`src/rtl/iter_mul_pkg.sv`:
```
package iter_mul_pkg;

  typedef enum logic [1:0] {
    MS_IDLE,
    MS_RUN,
    MS_FIN
  } mstate_t;

  // Fixed part of the reported cost: long forms cost one more, accumulate one more.
  function automatic logic [1:0] base_cost(input logic is_long, input logic is_acc);
    base_cost = (is_long ? 2'd2 : 2'd1) + (is_acc ? 2'd1 : 2'd0);
  endfunction

endpackage

```
`src/rtl/iter_mul_prep.sv`:
```
module iter_mul_prep #(
  parameter int W  = 32,
  parameter int CH = 8,
  parameter int CW = 3
) (
  input  logic [W-1:0]  mcand,
  input  logic [W-1:0]  mplier,
  input  logic          sgn,
  output logic [W-1:0]  mc_mag,
  output logic [W-1:0]  mp_mag,
  output logic          neg,
  output logic [CW-1:0] m_extra,
  output logic [CW-1:0] n_chunks
);
  localparam int NCH = W / CH;

  always_comb begin
    mc_mag = (sgn && mcand[W-1])  ? (~mcand + W'(1))  : mcand;
    mp_mag = (sgn && mplier[W-1]) ? (~mplier + W'(1)) : mplier;
    neg    = sgn && (mcand[W-1] ^ mplier[W-1]);
  end

  // Chunks the iterative core must consume: up to the highest nonzero chunk.
  always_comb begin
    n_chunks = CW'(1);
    for (int i = 0; i < NCH; i++) begin
      if (|mp_mag[i*CH +: CH]) n_chunks = CW'(i + 1);
    end
  end

  // Reported extra cost: the smallest k for which the bits above k chunks are
  // all zeros or all ones in the raw multiplier.
  always_comb begin
    logic [W-1:0] upper;
    m_extra = CW'(NCH);
    for (int k = NCH - 1; k >= 1; k--) begin
      upper = mplier >> (k * CH);
      if (upper == '0 || upper == ({W{1'b1}} >> (k * CH))) m_extra = CW'(k);
    end
  end

endmodule

```
`src/rtl/iter_mul_core.sv`:
```
module iter_mul_core #(
  parameter int W  = 32,
  parameter int CH = 8,
  parameter int CW = 3
) (
  input  logic            clk,
  input  logic            rst_n,
  input  logic            load,
  input  logic            step,
  input  logic [W-1:0]    mc_mag,
  input  logic [W-1:0]    mp_mag,
  input  logic [CW-1:0]   n_chunks,
  output logic [2*W-1:0]  prod,
  output logic            last
);
  logic [2*W-1:0] sum_q, mc_q, partial;
  logic [W-1:0]   mp_q;
  logic [CW-1:0]  k_q, n_q;

  assign partial = mc_q * {{(2*W-CH){1'b0}}, mp_q[CH-1:0]};
  assign last    = (k_q == n_q - CW'(1));
  assign prod    = sum_q;

  always_ff @(posedge clk) begin
    if (!rst_n) begin
      sum_q <= '0;
      mc_q  <= '0;
      mp_q  <= '0;
      k_q   <= '0;
      n_q   <= CW'(1);
    end else if (load) begin
      sum_q <= '0;
      mc_q  <= {{W{1'b0}}, mc_mag};
      mp_q  <= mp_mag;
      k_q   <= '0;
      n_q   <= n_chunks;
    end else if (step) begin
      sum_q <= sum_q + partial;
      mc_q  <= mc_q << CH;
      mp_q  <= mp_q >> CH;
      k_q   <= k_q + CW'(1);
    end
  end

endmodule

```
`src/rtl/iter_mul_finish.sv`:
```
module iter_mul_finish #(
  parameter int W = 32
) (
  input  logic [2*W-1:0] prod,
  input  logic           neg,
  input  logic           is_long,
  input  logic           is_acc,
  input  logic [W-1:0]   acc_lo,
  input  logic [W-1:0]   acc_hi,
  output logic [W-1:0]   r_lo,
  output logic [W-1:0]   r_hi,
  output logic           n_out,
  output logic           z_out
);
  logic [2*W-1:0] signed_prod, long_sum;
  logic [W-1:0]   short_sum;

  always_comb begin
    signed_prod = neg ? (~prod + (2*W)'(1)) : prod;
    long_sum    = signed_prod + (is_acc ? {acc_hi, acc_lo} : '0);
    short_sum   = signed_prod[W-1:0] + (is_acc ? acc_lo : '0);
    if (is_long) begin
      r_lo  = long_sum[W-1:0];
      r_hi  = long_sum[2*W-1:W];
      n_out = long_sum[2*W-1];
      z_out = (long_sum == '0);
    end else begin
      r_lo  = short_sum;
      r_hi  = '0;
      n_out = short_sum[W-1];
      z_out = (short_sum == '0);
    end
  end

endmodule

```
`src/rtl/iter_mul.sv`:
```
module iter_mul #(
  parameter int W     = 32,
  parameter int CH    = 8,
  parameter int CNT_W = $clog2(W / CH + 4)
) (
  input  logic             clk,
  input  logic             rst_n,
  input  logic             in_valid,
  output logic             in_ready,
  input  logic             op_long,
  input  logic             op_acc,
  input  logic             op_signed,
  input  logic             set_flags,
  input  logic [W-1:0]     mcand,
  input  logic [W-1:0]     mplier,
  input  logic [W-1:0]     acc_lo,
  input  logic [W-1:0]     acc_hi,
  input  logic             flag_c_in,
  input  logic             flag_v_in,
  output logic             done,
  output logic [W-1:0]     res_lo,
  output logic [W-1:0]     res_hi,
  output logic             flag_n,
  output logic             flag_z,
  output logic             flag_c,
  output logic             flag_v,
  output logic [CNT_W-1:0] cycle_cnt
);
  import iter_mul_pkg::*;

  localparam int NCH = W / CH;
  localparam int CW  = $clog2(NCH + 1);

  mstate_t        st_q;
  logic           accept, last;
  logic [W-1:0]   mc_mag, mp_mag, f_lo, f_hi;
  logic           neg, f_n, f_z;
  logic [CW-1:0]  m_extra, n_chunks;
  logic [2*W-1:0] prod;

  logic             long_q, acc_q, sf_q, neg_q, c_q, v_q;
  logic [W-1:0]     alo_q, ahi_q;
  logic [CNT_W-1:0] cnt_q;

  assign in_ready = (st_q == MS_IDLE);
  assign accept   = in_ready && in_valid;

  iter_mul_prep #(.W(W), .CH(CH), .CW(CW)) u_prep (
    .mcand    (mcand),
    .mplier   (mplier),
    .sgn      (op_signed && op_long),
    .mc_mag   (mc_mag),
    .mp_mag   (mp_mag),
    .neg      (neg),
    .m_extra  (m_extra),
    .n_chunks (n_chunks)
  );

  iter_mul_core #(.W(W), .CH(CH), .CW(CW)) u_core (
    .clk      (clk),
    .rst_n    (rst_n),
    .load     (accept),
    .step     (st_q == MS_RUN),
    .mc_mag   (mc_mag),
    .mp_mag   (mp_mag),
    .n_chunks (n_chunks),
    .prod     (prod),
    .last     (last)
  );

  iter_mul_finish #(.W(W)) u_fin (
    .prod    (prod),
    .neg     (neg_q),
    .is_long (long_q),
    .is_acc  (acc_q),
    .acc_lo  (alo_q),
    .acc_hi  (ahi_q),
    .r_lo    (f_lo),
    .r_hi    (f_hi),
    .n_out   (f_n),
    .z_out   (f_z)
  );

  always_ff @(posedge clk) begin
    if (!rst_n) begin
      st_q   <= MS_IDLE;
      long_q <= 1'b0;
      acc_q  <= 1'b0;
      sf_q   <= 1'b0;
      neg_q  <= 1'b0;
      c_q    <= 1'b0;
      v_q    <= 1'b0;
      alo_q  <= '0;
      ahi_q  <= '0;
      cnt_q  <= '0;
    end else begin
      case (st_q)
        MS_IDLE: if (accept) begin
          st_q   <= MS_RUN;
          long_q <= op_long;
          acc_q  <= op_acc;
          sf_q   <= set_flags;
          neg_q  <= neg;
          c_q    <= flag_c_in;
          v_q    <= flag_v_in;
          alo_q  <= acc_lo;
          ahi_q  <= acc_hi;
          cnt_q  <= CNT_W'(base_cost(op_long, op_acc)) + CNT_W'(m_extra);
        end
        MS_RUN:  if (last) st_q <= MS_FIN;
        default: st_q <= MS_IDLE;
      endcase
    end
  end

  always_ff @(posedge clk) begin
    if (!rst_n) begin
      done      <= 1'b0;
      res_lo    <= '0;
      res_hi    <= '0;
      flag_n    <= 1'b0;
      flag_z    <= 1'b0;
      flag_c    <= 1'b0;
      flag_v    <= 1'b0;
      cycle_cnt <= '0;
    end else begin
      done <= (st_q == MS_FIN);
      if (st_q == MS_FIN) begin
        res_lo    <= f_lo;
        res_hi    <= f_hi;
        flag_c    <= c_q;
        flag_v    <= v_q;
        cycle_cnt <= cnt_q;
        if (sf_q) begin
          flag_n <= f_n;
          flag_z <= f_z;
        end
      end
    end
  end

endmodule

```
`config.mk`:
```
export PLATFORM = sky130hd
export DESIGN_NAME = iter_mul
export DESIGN_NICKNAME = d
export VERILOG_FILES = /design/src/rtl/iter_mul_pkg.sv /design/src/rtl/iter_mul_prep.sv /design/src/rtl/iter_mul_core.sv /design/src/rtl/iter_mul_finish.sv /design/src/rtl/iter_mul.sv
export SDC_FILE = /design/constraint.sdc
export NUM_CORES = 2
export LEC_CHECK = 0
export CAP_MARGIN = 20
export CORE_MARGIN = 2
export CORE_UTILIZATION = 45
export CTS_CLUSTER_DIAMETER = 80
export CTS_CLUSTER_SIZE = 8
export DETAILED_ROUTE_END_ITERATION = 6
export PLACE_DENSITY = 0.67
export SYNTH_ARGS = -nofsm -noshare
export SYNTH_HDL_FRONTEND = slang
export SYNTH_SLANG_ARGS = --single-unit
export TNS_END_PERCENT = 20
```
`constraint.sdc`:
```
create_clock -name clk -period 8.2 [get_ports clk]
set_input_delay 0.82 -clock clk [delete_from_list [all_inputs] [get_ports clk]]
set_output_delay 0.82 -clock clk [all_outputs]
set_load 0.02 [all_outputs]
```
==> impl_summary.log <==
INFO  metric max_cap_viol_count = 0
INFO  metric finalWeightedCongestion = 0.929
INFO  metric input_output_buffers = 209
INFO  metric hold_viol = 0
INFO  metric core_area = 79,100 sq um
INFO  metric power.leakage = 0.0175 uW
INFO  metric die_width = ~290 um
INFO  metric clk-insertion-delay-late = 0.60 ns
INFO  metric worst-endpoint-required = 8.72 ns
INFO  metric die_height = roughly 290 um
INFO  metric critical_path.startpoint_type = register
INFO  metric area_of_the_die = 82,300 sq um
INFO  metric achievable-frequency = approximately 150 MHz
INFO  metric synth.top_cell.area_share = between 20% and 30%
INFO  metric synth_enable_flop_cells = 0
INFO  metric top_reg_cell_synth = dfxtp_1
INFO  metric cts_inserted_buffers = 46
INFO  metric clkSlewWorstSetupHoldPaths = 0.05 ns
INFO  metric layout-area-overhead-vs-synth = 10.7%
INFO  metric drtPass1Iterations = 6
INFO  metric holdPathStages = 2
INFO  metric synthTopCellsByArea = fa_1, dfxtp_1, nand2_1
INFO  metric ctsHtreeMaxLevel = 2
INFO  metric cts_tree = yes
INFO  metric row_count = 103
INFO  metric vias = 31.8k
INFO  metric mapped_area = ~36,000 sq um
INFO  metric rsz0062_at_grt = no
INFO  metric r2r_end = u_core.prod[63]$_SDFFE_PP0P_
INFO  metric finalWorstPathRequiredPeriod = 6.80 ns
INFO  metric detail_route.vias_per_cell = 5.59
INFO  metric vdd_ir_drop_max = 0.000118 V
INFO  metric status = finished clean
INFO  metric clock_path_buffers = 3
INFO  metric yosysSeqAreaShare = 17.4%
INFO  metric crit_type = register to register
INFO  metric drt-total-wl = roughly 110 mm
INFO  metric overall_overflow_remaining_after_global_route = 0
INFO  metric rrSetupSlack = 1.40 ns
INFO  metric place.detailed.hpwl = just over 80 mm
INFO  metric crit_path_end_kind = register
INFO  metric grt_pass1_vias = 30.8k
INFO  metric start_of_the_worst_register_to_register_path = u_core.mp_q[1]$_SDFFE_PN0P_
INFO  metric synthesis.nets = 5,342
INFO  metric synth.largest_area_cell = fa_1
INFO  metric synth_area_per_cell = 7.76 sq um
INFO  metric drt_iter0_markers = 2,052
INFO  metric final_max_slew_viol_count = 0
INFO  metric worstPathMaxFanout = 39
INFO  metric totalNegativeSetupSlack = 0 ns
INFO  metric clock_tree.root_cell = clkbuf_16
INFO  metric max_slew_margin = 28.1%
INFO  metric finalClockSkew = between 0.03 and 0.04 ns
INFO  metric finalPower = 4830 uW
INFO  metric setup_viol_count_final = 0
INFO  metric wire_length_of_the_first_global_routing_pass = 172 mm
INFO  metric transition_time_at_the_pin_with_the_least_slew_margin = roughly 1.1 ns
INFO  metric timing.hold.worst.start = ahi_q[28]$_SDFFE_PN0P_
INFO  metric drive_gt1_share = 2.61%
INFO  metric yosysWarningCount = 0
INFO  metric min_path_type = register to register
INFO  metric crit_chain = buf_4, nand2_1, fa_1, inv_1, fa_1, fa_1, inv_1, fa_1, inv_1, ha_1, nand4_1, nor4_1, a21oi_1, o31ai_1, a21oi_1, o31ai_1, nor4_1, or4b_2, nand3_1
INFO  metric synthCells = 4,639
INFO  metric global_route.usage.total = 25.9%
INFO  metric yosys.cell_types.count = 75
INFO  metric maximum_number_of_pins_on_one_net_before_global_route_repair = 120
INFO  metric design.final.nets = 5,334
INFO  metric ports = 210
INFO  metric final.hold.worst_slack = 0.447 ns
INFO  metric hold_path_end = ahi_q[28]$_SDFFE_PN0P_
INFO  metric starting_density_of_the_core = 45.5%
INFO  metric numClockSinks = 313
INFO  metric final.period_utilization = 82.9%
INFO  metric pwr_per_cell_area = 121 nW/um^2
INFO  metric antenna_violating_nets_post_route = 0
INFO  metric rr_worst_depth = 19
INFO  metric crit_path_max_incr_delay = 0.70 ns
INFO  metric grt_antenna_before_repair = 3
INFO  metric routed_wire_length_per_instance = 18.7 um
INFO  metric post-cts-setup-buffers = 0
INFO  metric resized_gates_after_cts = 0
INFO  metric critical_path.most_common_cell = fa_1
INFO  metric crit_path_top_delay_cell = dfxtp_2
INFO  metric hold_buffers = 0
INFO  metric ys_seq_elements = 313
INFO  metric synth_async_sr_flop_share = 0%
INFO  metric detail_route.drc_violations = 0
INFO  metric cp_data_arrival_time = 7.32 ns
[final cells by class]
cell class              count  area, sq um
diodes                      3         7.51
clock buffers              47         1150
clock inverters             6          131
fillers                  7693        39300
inverters                 565         2130
multi-input cells        3470        26500
flip-flops and latches    313         6270
well taps                1050         1310
repair buffers            235         2320
[sequential cells by signal, summed over array words and instances (netlist names), 2 cells and up]
| signal | flops |
|---|---|
| st_q | 2 |
| u_core.n_q | 3 |
| alo_q | 32 |
| res_hi | 32 |
| u_core.prod | 64 |
| cycle_cnt | 3 |
| ahi_q | 32 |
| res_lo | 32 |
| u_core.k_q | 3 |
| cnt_q | 3 |
| u_core.mc_q | 64 |
| u_core.mp_q | 32 |
[cells in the mapped netlist (7+ instances only)]
library cell and number:
nand2_1 758, inv_1 564, fa_1 412, and2_1 384, a21oi_1 378, dfxtp_1 313
clkbuf_1 253, nor2_1 230, xnor2_1 165, ha_1 154, o21ai_0 126, nand3_1 76
a21o_1 70, xor2_1 65, nor3_1 61, nand4_1 47, o31ai_1 41, buf_1 32
nor4_1 32, a31oi_1 31, and3_1 31, or3_1 29, a311oi_1 28, a211oi_1 27
a22oi_1 27, o21bai_1 26, nand2b_1 21, nor2b_1 21, a221oi_1 19, o21a_1 17
o211ai_1 16, or4_1 15, o41ai_1 13, or2_2 13, a211o_1 11, mux2i_1 8
nor3b_1 8, and4_1 7, o211a_1 7, o31a_1 7
[worst max-delay path by stage]
stage                                            start                           end  cells past startpoint
after global routing       u_core.mp_q[1]$_SDFFE_PN0P_  u_core.prod[63]$_SDFFE_PP0P_                     19
after CTS                  u_core.mp_q[1]$_SDFFE_PN0P_  u_core.prod[63]$_SDFFE_PP0P_                     19
after detailed placement   u_core.mp_q[2]$_SDFFE_PN0P_  u_core.prod[58]$_SDFFE_PP0P_                     19
final                      u_core.mp_q[1]$_SDFFE_PN0P_  u_core.prod[63]$_SDFFE_PP0P_                     19
after global placement    u_core.prod[17]$_SDFFE_PP0P_           flag_z$_SDFFE_PN0P_                     19
after floorplan            u_core.mp_q[0]$_SDFFE_PN0P_  u_core.prod[58]$_SDFFE_PP0P_                     22
[critical path, delay by kind of cell, from the launching register on]
family	cells	cell delay, ns
adder cells (fa/ha/maj)	5	2.44
AND/OR/NAND/NOR	6	1.53
AO/OA/AOI/OAI	4	1.40
flip-flops	1	0.70
buffers and inverters	4	0.66
[metal layers]
metal	vias to the layer above	routed length (um)	track usage, %
li1	15100	-	-
met1	15500	49500	38.0
met2	1071	46800	39.8
met3	122	7540	4.15
met4	0	2380	6.21
met5	-	0	0
[report_power, final]
part	internal [uW]	switching, uW
combinational	495	837
sequential	1600	135
clock	1060	715
total	3150	1690
[logic make-up (layout without fill, tap and decap cells)]
family	Yosys count	count (layout)	share of synthesized area, %
muxes	9	9	0.254
xor gates and xnor gates	230	230	5.60
buffers and inverters	856	853	9.01
AOI/OAI and AO/OA	914	914	16.1
adders and majority gates	566	566	28.3
and+or+nand+nor	1751	1751	23.4
other	0	3	0
DFF	313	313	17.4
[cell usage in the layout, fill, tap and decap left out, types with 11 or more instances in the layout]
master | synthesis | routed
o41ai_1 | 13 | 13
o21bai_1 | 26 | 26
a311oi_1 | 28 | 28
nand3_1 | 76 | 76
ha_1 | 154 | 154
nand2_1 | 758 | 756
nor2_1 | 230 | 229
o211ai_1 | 16 | 16
nand2b_1 | 21 | 19
fa_1 | 412 | 412
xor2_1 | 65 | 65
xnor2_1 | 165 | 165
o21a_1 | 17 | 17
a21o_1 | 70 | 70
a21oi_1 | 378 | 378
a22oi_1 | 27 | 27
o31ai_1 | 41 | 41
or2_2 | 13 | 13
nor2b_1 | 21 | 19
and3_1 | 31 | 31
inv_1 | 564 | 564
clkbuf_16 | 0 | 46
a211o_1 | 11 | 11
nand4_1 | 47 | 47
a221oi_1 | 19 | 19
nor3_1 | 61 | 61
and2_1 | 384 | 383
or4_1 | 15 | 15
a211oi_1 | 27 | 27
nor4_1 | 32 | 32
a31oi_1 | 31 | 31
or3_1 | 29 | 29
dfxtp_1 | 313 | 309
clkdlybuf4s50_1 | 0 | 209
o21ai_0 | 126 | 126
buf_4 | 4 | 23
[stage by stage]
step	utilization [%]	instance area (sq um)	setup slack, ns	instances
floorplan	-	36000	2.30	4639
global placement	48.7	38500	1.43	5630
detailed placement	48.7	38500	1.51	5631
CTS	50.3	39800	1.46	5684
global route	50.4	39800	1.07	5689
finish	50.4	39800	1.40	5689
No activity file was read; power rests on OpenSTA's default activity.
